File: src/rtl/wdt_pkg.sv
package wdt_pkg;

  typedef enum logic [1:0] {
    WT_CTRL  = 2'd0,
    WT_STAT  = 2'd1,
    WT_TBASE = 2'd2,
    WT_NONE  = 2'd3
  } wr_target_e;

  // control write field positions
  localparam int CF_SEL_LO = 0;
  localparam int CF_IE     = 2;
  localparam int CF_RC_LO  = 4;

  // status clear mask positions
  localparam int SF_ARM  = 0;
  localparam int SF_PEND = 1;

  // little-endian index of the watched time base bit
  function automatic int watched_bit(input int sel, input int base, input int step);
    return base + step * sel;
  endfunction

endpackage

File: src/rtl/wdt_timebase.sv
module wdt_timebase #(
  parameter int W = 32
) (
  input  logic         clk,
  input  logic         rst_n,
  input  logic         tick_en,
  input  logic         load_en,
  input  logic [W-1:0] load_val,
  output logic [W-1:0] count,
  output logic         loaded_q
);

  always_ff @(posedge clk or negedge rst_n) begin
    if (!rst_n) begin
      count    <= '0;
      loaded_q <= 1'b0;
    end else begin
      loaded_q <= load_en;
      if (load_en)      count <= load_val;
      else if (tick_en) count <= count + W'(1);
    end
  end

  AST_TB_STEP: assert property (@(posedge clk) disable iff (!rst_n)
    (tick_en && !load_en) |=> (count == $past(count) + W'(1)));
  AST_TB_HOLD: assert property (@(posedge clk) disable iff (!rst_n)
    (!tick_en && !load_en) |=> $stable(count));

endmodule

File: src/rtl/wdt_edge.sv
module wdt_edge #(
  parameter int W     = 32,
  parameter int SEL_W = 2,
  parameter int BASE  = 16,
  parameter int STEP  = 4
) (
  input  logic             clk,
  input  logic             rst_n,
  input  logic [W-1:0]     count,
  input  logic [SEL_W-1:0] sel,
  input  logic             loaded_q,
  output logic             tmo
);
  import wdt_pkg::*;

  localparam int IDX_W = $clog2(W);

  logic [IDX_W-1:0] idx;
  logic             cur_bit;
  logic             seen_q;
  logic [SEL_W-1:0] sel_q;
  logic             sel_moved;

  always_comb begin
    idx       = IDX_W'(watched_bit(int'(sel), BASE, STEP));
    cur_bit   = count[idx];
    sel_moved = (sel != sel_q);
    tmo       = cur_bit && !seen_q && !sel_moved && !loaded_q;
  end

  always_ff @(posedge clk or negedge rst_n) begin
    if (!rst_n) begin
      seen_q <= 1'b0;
      sel_q  <= '0;
    end else begin
      seen_q <= cur_bit;
      sel_q  <= sel;
    end
  end

  AST_NO_SEL_EDGE: assert property (@(posedge clk) disable iff (!rst_n)
    (sel != $past(sel)) |-> !tmo);
  AST_ONE_SHOT: assert property (@(posedge clk) disable iff (!rst_n)
    tmo |=> !tmo);

endmodule

File: src/rtl/wdt_ctrl_regs.sv
module wdt_ctrl_regs #(
  parameter int W     = 32,
  parameter int SEL_W = 2,
  parameter int RC_W  = 2
) (
  input  logic             clk,
  input  logic             rst_n,
  input  logic             wr_ctrl,
  input  logic [W-1:0]     wr_data,
  output logic [SEL_W-1:0] sel,
  output logic             ie,
  output logic [RC_W-1:0]  rc
);
  import wdt_pkg::*;

  logic [SEL_W-1:0] sel_field;
  logic [RC_W-1:0]  rc_field;
  logic             rc_locked;

  always_comb begin
    sel_field = wr_data[CF_SEL_LO +: SEL_W];
    rc_field  = wr_data[CF_RC_LO +: RC_W];
    rc_locked = (rc != '0);
  end

  always_ff @(posedge clk or negedge rst_n) begin
    if (!rst_n) begin
      sel <= '0;
      ie  <= 1'b0;
      rc  <= '0;
    end else if (wr_ctrl) begin
      sel <= sel_field;
      ie  <= wr_data[CF_IE];
      if (!rc_locked) rc <= rc_field;
    end
  end

  AST_RC_STICKY: assert property (@(posedge clk) disable iff (!rst_n)
    (rc != '0) |=> $stable(rc));

endmodule

File: src/rtl/wdt_status.sv
module wdt_status #(
  parameter int RC_W = 2
) (
  input  logic            clk,
  input  logic            rst_n,
  input  logic            tmo,
  input  logic            wr_stat,
  input  logic [1:0]      clr_mask,
  input  logic [RC_W-1:0] rc,
  input  logic            ie,
  input  logic            crit_en,
  output logic            arm,
  output logic            pend,
  output logic            irq,
  output logic            rst_req,
  output logic [RC_W-1:0] rst_kind
);
  import wdt_pkg::*;

  logic set_arm, set_pend, escalate;
  logic clr_arm, clr_pend;
  logic fire_rst;

  always_comb begin
    set_arm  = tmo && !arm;
    set_pend = tmo && arm && !pend;
    escalate = tmo && arm && pend;
    clr_arm  = wr_stat && clr_mask[SF_ARM];
    clr_pend = wr_stat && clr_mask[SF_PEND];
    fire_rst = escalate && (rc != '0);
    irq      = pend && ie && crit_en;
  end

  always_ff @(posedge clk or negedge rst_n) begin
    if (!rst_n) begin
      arm      <= 1'b0;
      pend     <= 1'b0;
      rst_req  <= 1'b0;
      rst_kind <= '0;
    end else begin
      arm      <= set_arm  || (arm  && !clr_arm);
      pend     <= set_pend || (pend && !clr_pend);
      rst_req  <= fire_rst;
      rst_kind <= fire_rst ? rc : '0;
    end
  end

  AST_ARM_FIRST: assert property (@(posedge clk) disable iff (!rst_n)
    (tmo && !arm) |=> (arm && !rst_req));
  AST_PEND_SECOND: assert property (@(posedge clk) disable iff (!rst_n)
    (tmo && arm && !pend) |=> pend);
  AST_IRQ_NEEDS_PEND: assert property (@(posedge clk) disable iff (!rst_n)
    irq |-> (pend && crit_en));
  AST_RST_PULSE: assert property (@(posedge clk) disable iff (!rst_n)
    rst_req |=> !rst_req);
  AST_RST_KIND: assert property (@(posedge clk) disable iff (!rst_n)
    rst_req |-> (rst_kind != '0));
  AST_RST_CAUSE: assert property (@(posedge clk) disable iff (!rst_n)
    rst_req |-> ($past(arm) && $past(pend)));
  AST_SET_WINS: assert property (@(posedge clk) disable iff (!rst_n)
    (tmo && !arm && wr_stat) |=> arm);

endmodule

File: src/rtl/wdt_escalation.sv
module wdt_escalation #(
  parameter int TB_W  = 32,
  parameter int SEL_W = 2,
  parameter int RC_W  = 2,
  parameter int BASE  = 16,
  parameter int STEP  = 4
) (
  input  logic             clk,
  input  logic             rst_n,
  input  logic             tick_en,
  input  logic             wr_en,
  input  logic [1:0]       wr_target,
  input  logic [TB_W-1:0]  wr_data,
  input  logic             crit_en,
  output logic             irq,
  output logic             rst_req,
  output logic [RC_W-1:0]  rst_kind,
  output logic [TB_W-1:0]  tb_count,
  output logic             stat_arm,
  output logic             stat_pend,
  output logic [SEL_W-1:0] ctl_sel,
  output logic             ctl_ie,
  output logic [RC_W-1:0]  ctl_rc
);
  import wdt_pkg::*;

  logic wr_ctrl, wr_stat, wr_tb;
  logic tb_loaded_q;
  logic tmo;

  always_comb begin
    wr_ctrl = wr_en && (wr_target == WT_CTRL);
    wr_stat = wr_en && (wr_target == WT_STAT);
    wr_tb   = wr_en && (wr_target == WT_TBASE);
  end

  wdt_timebase #(.W(TB_W)) u_tb (
    .clk(clk), .rst_n(rst_n), .tick_en(tick_en),
    .load_en(wr_tb), .load_val(wr_data),
    .count(tb_count), .loaded_q(tb_loaded_q)
  );

  wdt_edge #(.W(TB_W), .SEL_W(SEL_W), .BASE(BASE), .STEP(STEP)) u_edge (
    .clk(clk), .rst_n(rst_n), .count(tb_count), .sel(ctl_sel),
    .loaded_q(tb_loaded_q), .tmo(tmo)
  );

  wdt_ctrl_regs #(.W(TB_W), .SEL_W(SEL_W), .RC_W(RC_W)) u_ctrl (
    .clk(clk), .rst_n(rst_n), .wr_ctrl(wr_ctrl), .wr_data(wr_data),
    .sel(ctl_sel), .ie(ctl_ie), .rc(ctl_rc)
  );

  wdt_status #(.RC_W(RC_W)) u_stat (
    .clk(clk), .rst_n(rst_n), .tmo(tmo), .wr_stat(wr_stat),
    .clr_mask(wr_data[1:0]), .rc(ctl_rc), .ie(ctl_ie), .crit_en(crit_en),
    .arm(stat_arm), .pend(stat_pend), .irq(irq),
    .rst_req(rst_req), .rst_kind(rst_kind)
  );

  AST_LOAD_NO_TMO: assert property (@(posedge clk) disable iff (!rst_n)
    wr_tb |=> !tmo);
  AST_ESCALATE_REQ: assert property (@(posedge clk) disable iff (!rst_n)
    (tmo && stat_arm && stat_pend && ctl_rc != '0) |=> rst_req);

endmodule

File: config.mk
export PLATFORM = sky130hd
export DESIGN_NAME = wdt_escalation
export DESIGN_NICKNAME = d
export VERILOG_FILES = /design/src/rtl/wdt_pkg.sv /design/src/rtl/wdt_timebase.sv /design/src/rtl/wdt_edge.sv /design/src/rtl/wdt_ctrl_regs.sv /design/src/rtl/wdt_status.sv /design/src/rtl/wdt_escalation.sv
export SDC_FILE = /design/constraint.sdc
export NUM_CORES = 1
export LEC_CHECK = 0
export BUFFER_PORTS_ARGS = -buffer_cell sky130_fd_sc_hd__buf_4
export CAP_MARGIN = 20
export CORE_MARGIN = 8
export CORE_UTILIZATION = 30
export DETAILED_ROUTE_END_ITERATION = 12
export PLACE_DENSITY_LB_ADDON = 0.08
export SLEW_MARGIN = 20
export SYNTH_ARGS = -nofsm -noshare
export SYNTH_HDL_FRONTEND = slang
export SYNTH_SLANG_ARGS = --single-unit
File: constraint.sdc
create_clock -name clk -period 1.75 [get_ports clk]
set_input_delay 0.35 -clock clk [delete_from_list [all_inputs] [get_ports clk]]
set_output_delay 0.35 -clock clk [all_outputs]
set_load 0.05 [all_outputs]
# --- Yosys cells after proc, flatten, opt, wreduce, memory -nomap -nowiden ---
# Index checks and enable logic that the tools add are counted.
totals:
  inputBits: 39
  output_inout_bits: 43
  regBits: 46
classes:
  mux: 5
  bitwise_logic: 1
  n_lt_le_gt_ge: 1
  n_eq_ne: 3
  reduce_logical: 30
  n_addsub: 2
ops:
  columns: ["operator", "count"]
  rows:
  - ["two-way mux 32 bit", 2]
  - ["adder 32 x 1 -> 32 bit, second input constant", 1]
  - ["logical AND 1 bit", 17]
  - ["zero test 1 bit", 7]
  - ["< comparator 5 x 6 -> 1 bit, second input constant", 1]
  - ["adder 5 x 4 -> 5 bit, first input constant", 1]
  - ["binary-select mux 1 bit (select 5 bit)", 1]
  - ["nonzero test 2 bit", 2]
  - ["equality test 2 x 1 -> 1 bit, second input constant", 1]
  - ["equality test 2 bit, second input constant", 1]
  - ["zero test 2 bit", 1]
  - ["logical OR 1 bit", 2]
  - ["two-way mux 2 bit", 1]
  - ["!= test 2 bit", 1]
  - ["AND reduction 2 bit", 1]
  - ["two-way mux 1 bit", 1]
  - ["inverter 1 bit", 1]

# --- Logic depth before layout (Yosys ltp) ---
# Gate-level depths: netlist of the first run.
depth:
  word_depth: 10
  depth_mapped: 6

# --- By module ---
# Synthesis of the first run repeated with hierarchy kept, for this count alone.
unflattened:
  cells_unflattened: 256
  area_unflattened_um2: 2514.9
by_module_without_submodules:
  columns: ["module", "n_inst", "cells_per_inst", "area_each_um2", "seq_area_each_um2"]
  rows:
  - ["wdt_timebase", 1, 220, 1991.9, 825.8]
  - ["wdt_status", 1, 13, 183.9, 125.1]
  - ["wdt_ctrl_regs", 1, 12, 181.4, 125.1]
  - ["wdt_edge", 1, 8, 127.6, 75.1]
  - ["wdt_escalation", 1, 3, 30.0, 0.0]

# --- Least setup slack after synthesis of the first run ---
# Ideal clock, no wire load.
synth_timing:
  kind: "reg-to-reg"
  start: "register u_tb.count[13]"
  end: "register u_tb.count[31]"
  path_stages_with_launch: 7
  slack_ns: -0.503
  t_arrival_ns: 2.127
  required_ns: 1.624
  period_less_slack_ns: 2.253
  setup_ns: 0.126
  path_cell_list: "dfrtp_1 nand4_2 or4_4 buf_6 nor4_1 xnor2_1 o21ai_2"
synth_between:
  elab_chain_len: 3
synth_rtl:
  columns: ["element", "line", "source"]
  rows:
  - ["start: declaration", "wdt_timebase.sv:9", "output logic [W-1:0] count,"]
  - ["start signal: assignment", "wdt_timebase.sv:19", "if (load_en) count <= load_val;"]
  - ["start signal: assignment", "wdt_timebase.sv:20", "else if (tick_en) count <= count + W'(1);"]
  - ["adder 32 x 1 -> 32 bit", "wdt_timebase.sv:20", null]
  - ["two-way mux 32 bit", "wdt_timebase.sv:20", null]
  - ["two-way mux 32 bit", "wdt_timebase.sv:19", null]
# No other way between the ends. The select of a mux whose other input is x is not followed.
# A chain may end at the register's enable or synchronous reset.

# --- Worst setup path after layout of the first run ---
layout_timing:
  start: "register u_tb.count[11]"
  end: "register u_tb.count[26]"
# The elaborated chain is that of the path after synthesis.

==> flow_metrics.env, run 1 <==
export IMPL_setup_viol=5
export IMPL_cap_viol_max_count=0
export IMPL_worst_slack_ns=-0.0767
export IMPL_end_kind="flop"
export IMPL_synth_nets=278
export IMPL_reg2regPathDepth=5
export IMPL_synth_fa_ha_area_frac=0.00538
export IMPL_final_antenna_net_count=0
export IMPL_cts_root_buf="clkbuf_8"
export IMPL_worst_pin_slew_ns=0.600
export IMPL_drtIter0Drc=70
export IMPL_violations="setup timing"
export IMPL_ys_types=36
export IMPL_row_count=32
export IMPL_hold_path_class="in -> async"
export IMPL_rsz0062_at_grt="yes"
export IMPL_grt_pass1_vias=2219
export IMPL_gp_congestion=0.741
export IMPL_io_pins=82
export IMPL_clock_latency_ns=0.30
export IMPL_syn_inst=238
export IMPL_final_setup_tns_ns=-0.199
export IMPL_num_antenna_cells=0
export IMPL_powerDensity_nw_per_um2=1230
export IMPL_die_h_um=104
export IMPL_synth_edf_count=0
export IMPL_cts_buffers=5
export IMPL_synth_seq_cells=46
export IMPL_synth_xor_area_frac=0.124
export IMPL_max_vdd_ir_drop_mv=0.367
export IMPL_synth_flop_cell="dfrtp_1"
export IMPL_r2r_end="u_tb.count[26]"
export IMPL_synth_compound_area_frac=0.0855
export IMPL_maxClockFrequency_mhz=547
export IMPL_fin_cells=455
export IMPL_cts_tree="yes"
export IMPL_r2r_start="u_tb.count[11]"
export IMPL_grt_use_total=0.125
export IMPL_grt_max_degree=60
export IMPL_grt_ovfl_total=0
export IMPL_critical_path_required_ns=1.98
export IMPL_die_w_um=104
export IMPL_placeableCoreArea_um2=7610
export IMPL_routed_wl_mm=6.87
export IMPL_min_period_ns=1.83
export IMPL_critical_path_peak_fanout=6
export IMPL_skew_ns=0.00804
export IMPL_drtPass1Iterations=4
export IMPL_synthMuxAreaShare=0.0285
export IMPL_place_hpwl_mm=5.14
export IMPL_fillers=807
export IMPL_dieArea_um2=10800
export IMPL_synth_top_family_by_area="simple AND/OR/NAND/NOR gates"
export IMPL_async_flop_share=1.00
export IMPL_ys_warn_count=0
export IMPL_drive_above_1_share=0.473
export IMPL_dp_cells=446
export IMPL_critPathKind="reg -> reg"
export IMPL_h_tree_depth=2
export IMPL_drt_vias_per_instance=4.65
export IMPL_start_util=0.306
export IMPL_cp_start_kind="flop"
export IMPL_grt_first_pass_wirelength_mm=11.2
export IMPL_slew_headroom=0.600
export IMPL_synth_area_leaders="dfrtp_1, xnor2_1, nand2_1"
export IMPL_clockBufferDepth=2
export IMPL_synthToLayoutAreaGrowth_pct=51.7
export IMPL_synth_avg_cell_area_um2=9.78
export IMPL_routed_via_count=2115
export IMPL_total_power_w=0.00433
export IMPL_antenna_found_initial=0
export IMPL_path_clk_slew_ns=0.09
export IMPL_io_buffers=81
export IMPL_r2r_slack_ns=-0.08
export IMPL_post_route_period_util=1.04
export IMPL_wl_per_cell_um=15.1
export IMPL_clock_sinks=46
export IMPL_leakage_nw=1.52
export IMPL_hold_viol=0
export IMPL_synth_simple_area_share=0.231
export IMPL_drcViolationCount=0
export IMPL_crit_arrival_ns=2.06
export IMPL_netlist_area_leader_share=0.495
export IMPL_status="finished with violations"
export IMPL_synth_seq_area_share=0.495
export IMPL_nNetsFinal=392
export IMPL_maxSlewViolCount=0
export IMPL_synthesis_area_um2=2330
export IMPL_cts_setup_buffers=0
export IMPL_synth_area_leader_cell="dfrtp_1"
## worst max-delay path: stages (launching register included)
cell and delay (ns):
dfrtp_1 0.39, nand2_2 0.10, or4_4 0.62, or3b_1 0.39, xor2_1 0.15, o21ai_1 0.11
## state kept, by name, summed over array words and instances (netlist names)
signal / flops
u_ctrl.sel: 2
u_stat.pend: 1
u_edge.sel_q: 2
u_ctrl.rc: 2
u_tb.loaded_q: 1
u_stat.arm: 1
u_stat.rst_kind: 2
u_ctrl.ie: 1
u_stat.rst_req: 1
u_tb.count: 32
u_edge.seen_q: 1
## synth_stat cells (2+ instances only)
master / n
nor3_1: 5
and4_1: 3
o21ai_1: 2
inv_1: 4
nand4_1: 7
buf_4: 2
dfrtp_1: 46
a31o_2: 2
clkbuf_1: 5
xor2_1: 11
nand2_1: 41
nor4_1: 6
a31oi_1: 2
nand3_1: 11
and2_1: 2
nor4_2: 2
mux2_2: 3
nor2_1: 12
and4_2: 2
o21ai_0: 26
xnor2_1: 22
a21oi_1: 4
and3_1: 5
## cell usage in the layout (no fill, tap or decap), drive strengths merged, types with 5 or more instances in the layout
cell type    n
nand2       41
o21ai       29
and4         5
and3         5
nand3       11
nor4         8
clkbuf       6
nor2        12
buf        115
dfrtp       46
nor3         5
xor2        11
xnor2       22
nand4        8
## routing by layer
layer,GRT usage,vias up,wire length (um)
li1,-,1060,-
met1,0.160,991,3250
met2,0.199,57,3160
met3,0.0397,7,390
met4,0.0341,0,65
met5,0,-,0
## metrics by stage
stage	utilization	hold WS, ns	cell area [um^2]	setup WS, ns
2_1_floorplan	-	0.0544	2420	-0.260
3_3_place_gp	0.444	0.406	3380	-0.107
3_5_place_dp	0.444	0.404	3380	-0.116
4_1_cts	0.459	0.0627	3490	-0.0878
5_1_grt	0.464	0.0876	3530	-0.133
6_report	0.464	0.0500	3530	-0.0767
## report_power, final
| part | switching, W | internal (W) |
|---|---|---|
| registers | 0.000223 | 0.00132 |
| clock network | 0.000376 | 0.000427 |
| logic | 0.00126 | 0.000731 |
## kinds of logic after synthesis
family,Yosys count
flip-flops,46
buffers and inverters,13
AO/OA/AOI/OAI,37
adder cells (fa/ha/maj),1
multiplexers,5
AND/OR/NAND/NOR,103
XOR/XNOR,33
## repair_timing
action | 4_1_cts | 5_1_grt
endpoints found under the setup margin | 10 | 13
hold buffers | 0 | 0
pin swaps | 5 | 3
cloned | 0 | 1
resized for setup | 2 | 5
## final cells by class
cell class                      count  area [um^2]  share of cell area
Sequential cell                    46         1180               0.333
Clock inverter                      2         37.5              0.0106
Clock buffer                        6         72.6              0.0206
Inverter                            4         15.0             0.00425
Multi-Input combinational cell    180         1230               0.347
Tap cell                          102          128              0.0361
Timing Repair Buffer              115          876               0.248
## worst max-delay path by stage
stage / slack [ns] / cells after the start / startpoint / end
floorplan: -0.26 / 6 / u_tb.count[0] / u_tb.count[26]
global placement: -0.11 / 5 / u_tb.count[13] / u_tb.count[26]
detailed placement: -0.12 / 5 / u_tb.count[13] / u_tb.count[26]
CTS: -0.09 / 5 / u_tb.count[11] / u_tb.count[26]
global route: -0.13 / 5 / u_tb.count[11] / u_tb.count[26]
finish: -0.08 / 5 / u_tb.count[11] / u_tb.count[26]
Power figures use the tool's default switching activity.
==> inputs of run 2 (changes only) <==
--- a/config.mk
+++ b/config.mk
@@ -5,6 +5,7 @@
 export SDC_FILE = /design/constraint.sdc
 export NUM_CORES = 1
 export LEC_CHECK = 0
+export ABC_AREA = 1
 export BUFFER_PORTS_ARGS = -buffer_cell sky130_fd_sc_hd__buf_4
 export CAP_MARGIN = 20
 export CORE_MARGIN = 8
==> run 2 against run 1 <==
- clock power is 12% lower
- routed wire length is 36% higher
- highest routed layer unchanged
- synthesized area rose by 24%
- largest cell class unchanged
- core utilization is 7.0 points lower
- synthesized cell count up 76%
- the flow now finishes without violations
- non-clock buffer count down 28
- largest power group unchanged
- count of clock-buffer cells in the layout is 1 lower
==> flow_metrics.env, run 2 <==
export IMPL_nNetsFinal=544
export IMPL_drt_vias_per_instance=4.60
export IMPL_hold_path_class="in -> async"
export IMPL_die_h_um=114
export IMPL_antenna_found_initial=0
export IMPL_num_antenna_cells=0
export IMPL_wl_per_cell_um=14.6
export IMPL_slew_headroom=0.580
export IMPL_final_setup_tns_ns=0
export IMPL_min_period_ns=1.57
export IMPL_synth_avg_cell_area_um2=6.91
export IMPL_critPathKind="reg -> reg"
export IMPL_cts_root_buf="clkbuf_8"
export IMPL_h_tree_depth=2
export IMPL_row_count=36
export IMPL_synth_seq_cells=46
export IMPL_synth_seq_area_share=0.398
export IMPL_cp_slowest_cell="dfrtp_2"
export IMPL_rsz0062_at_grt="no"
export IMPL_skew_ns=0.00834
export IMPL_clockBufferDepth=2
export IMPL_worst_slack_ns=0.183
export IMPL_ys_warn_count=0
export IMPL_total_power_w=0.00400
export IMPL_routed_via_count=2933
export IMPL_synth_most_common_cell="nand2_1"
export IMPL_finalInstanceArea_um2=3760
export IMPL_post_route_period_util=0.895
export IMPL_synth_flop_cell="dfrtp_1"
export IMPL_grt_max_degree=47
export IMPL_io_pins=82
export IMPL_maxClockFrequency_mhz=638
export IMPL_ys_types=31
export IMPL_placed_area_um2=3660
export IMPL_final_cell_mix="nand2_1, buf_4, nand3_1, nor2_1, inv_1"
export IMPL_cp_start_kind="flop"
export IMPL_status="finished clean"
export IMPL_cts_setup_buffers=0
export IMPL_place_hpwl_mm=7.18
export IMPL_cts_tree="yes"
export IMPL_largest_reg_flops=32
export IMPL_synth_commonest_cells="nand2_1, nand3_1, nor2_1, dfrtp_1, inv_1"
export IMPL_synthesis_area_um2=2890
export IMPL_clock_sinks=46
export IMPL_start_util=0.303
export IMPL_end_kind="flop"
export IMPL_drcViolationCount=0
export IMPL_slowest_delay_ns=0.42
export IMPL_placeableCoreArea_um2=9550
export IMPL_powerDensity_nw_per_um2=1060
export IMPL_holdWs_ns=0.0431
export IMPL_synth_area_leader_cell="dfrtp_1"
export IMPL_gp_congestion=0.837
export IMPL_synth_nets=458
export IMPL_dieArea_um2=13000
export IMPL_grt_ovfl_total=0
export IMPL_maxSlewViolCount=0
export IMPL_synth_area_leaders="dfrtp_1, nand2_1, nand3_1"
export IMPL_regMostFlops="u_tb.count"
export IMPL_synthToLayoutAreaGrowth_pct=30.1
export IMPL_crit_arrival_ns=1.76
export IMPL_routed_wl_mm=9.33
export IMPL_io_buffers=81
export IMPL_die_w_um=114
export IMPL_grt_use_total=0.149
export IMPL_critical_path_peak_fanout=5
export IMPL_worst_pin_slew_ns=0.629
export IMPL_final_antenna_net_count=0
export IMPL_async_flop_share=1.00
export IMPL_critical_path_required_ns=1.94
export IMPL_max_vdd_ir_drop_mv=0.349
export IMPL_cts_resized=0
export IMPL_pre_cts_ws_ns=0.0996
export IMPL_setup_viol=0
export IMPL_cp_cell_sequence="ha_1 > nand3_1 > inv_1 > nand2_2 > nor2_2 > a21oi_1 > o21ai_0 > nand3_1"
export IMPL_syn_inst=418
export IMPL_drive_above_1_share=0.244
export IMPL_cts_buffers=5
export IMPL_grt_pass1_vias=3065
export IMPL_cap_viol_max_count=0
export IMPL_netlist_area_leader_share=0.398
export IMPL_hold_viol=0
export IMPL_final_common_cell="nand2_1"
export IMPL_drtIter0Drc=197
export IMPL_drtPass1Iterations=4
export IMPL_clock_latency_ns=0.31
export IMPL_leakage_nw=1.82
export IMPL_hold_buffers=0
export IMPL_path_clk_slew_ns=0.10
export IMPL_path_common_cell="nand3_1"
export IMPL_synth_edf_count=0
export IMPL_grt_first_pass_wirelength_mm=15.5
[run 2: cell count changes after synthesis, moves of 7 or more]
| cell | previous run | this run |
|---|---|---|
| o21ai_0 | 26 | 18 |
| xnor2_1 | 22 | 1 |
| nor2_4 | 0 | 7 |
| nor2_1 | 12 | 48 |
| inv_1 | 4 | 46 |
| nand3_1 | 11 | 54 |
| xor2_1 | 11 | 4 |
| nand2_1 | 41 | 137 |
[run 2: where the power goes]
part	internal (W)	switching, W
registers	0.00127	0.000293
logic	0.000536	0.00119
clock network	0.000287	0.000421
[run 2: metrics by stage]
stage / cells / utilization
6_report: 638 / 0.394
5_1_grt: 638 / 0.394
4_1_cts: 638 / 0.393
3_5_place_dp: 630 / 0.383
3_3_place_gp: 630 / 0.383
2_1_floorplan: 418 / -
[run 2: kinds of logic (layout without fill, tap and decap cells)]
group | Yosys count | count (layout) | share of synthesized area
XOR/XNOR | 5 | 5 | 0.0152
AO/OA/AOI/OAI | 38 | 38 | 0.0771
AND/OR/NAND/NOR | 270 | 270 | 0.415
flip-flops | 46 | 46 | 0.398
adder cells (fa/ha/maj) | 1 | 1 | 0.00433
multiplexers | 1 | 1 | 0.00390
buffers and inverters | 57 | 144 | 0.0858
[run 2: layer usage]
metal / vias to the layer above / share of wire / GRT usage
met4: 0 / 0.0093 / 0.0364
li1: 1509 / - / -
met3: 8 / 0.047 / 0.0258
met1: 1351 / 0.47 / 0.196
met5: - / 0 / 0
met2: 65 / 0.48 / 0.247
[run 2: layout make-up]
class	instances	area, um^2
fillers	1068	5790
clock buffers	5	68.8
inverters	49	186
flip-flops and latches	46	1150
well taps	133	166
multi-input cells	315	1500
repair buffers	87	666
clock inverters	3	23.8
[run 2: path summary, 6_finish.rpt]
kind / from / endpoint / slack (ns) / depth (start not counted)
worst max register to register: u_tb.count[0] / u_tb.count[12] / 0.18 / 8
max in group asynchronous: rst_n / u_tb.count[0] / 1.24 / 1
worst max-delay path: u_tb.count[0] / u_tb.count[12] / 0.18 / 8
worst min register to register: u_ctrl.sel[0] / u_edge.sel_q[0] / 0.52 / 0
worst min-delay path: rst_n / u_tb.count[19] / 0.04 / 1
min in group clk: wr_data[9] / u_tb.count[9] / 0.25 / 3
[run 2: worst max-delay path, delay by kind of cell (launching register included)]
kind	cells	cell delay (ns)
flip-flops	1	0.42
AND/OR/NAND/NOR	4	0.54
AO/OA/AOI/OAI	2	0.18
buffers and inverters	1	0.12
adder cells (fa/ha/maj)	1	0.18
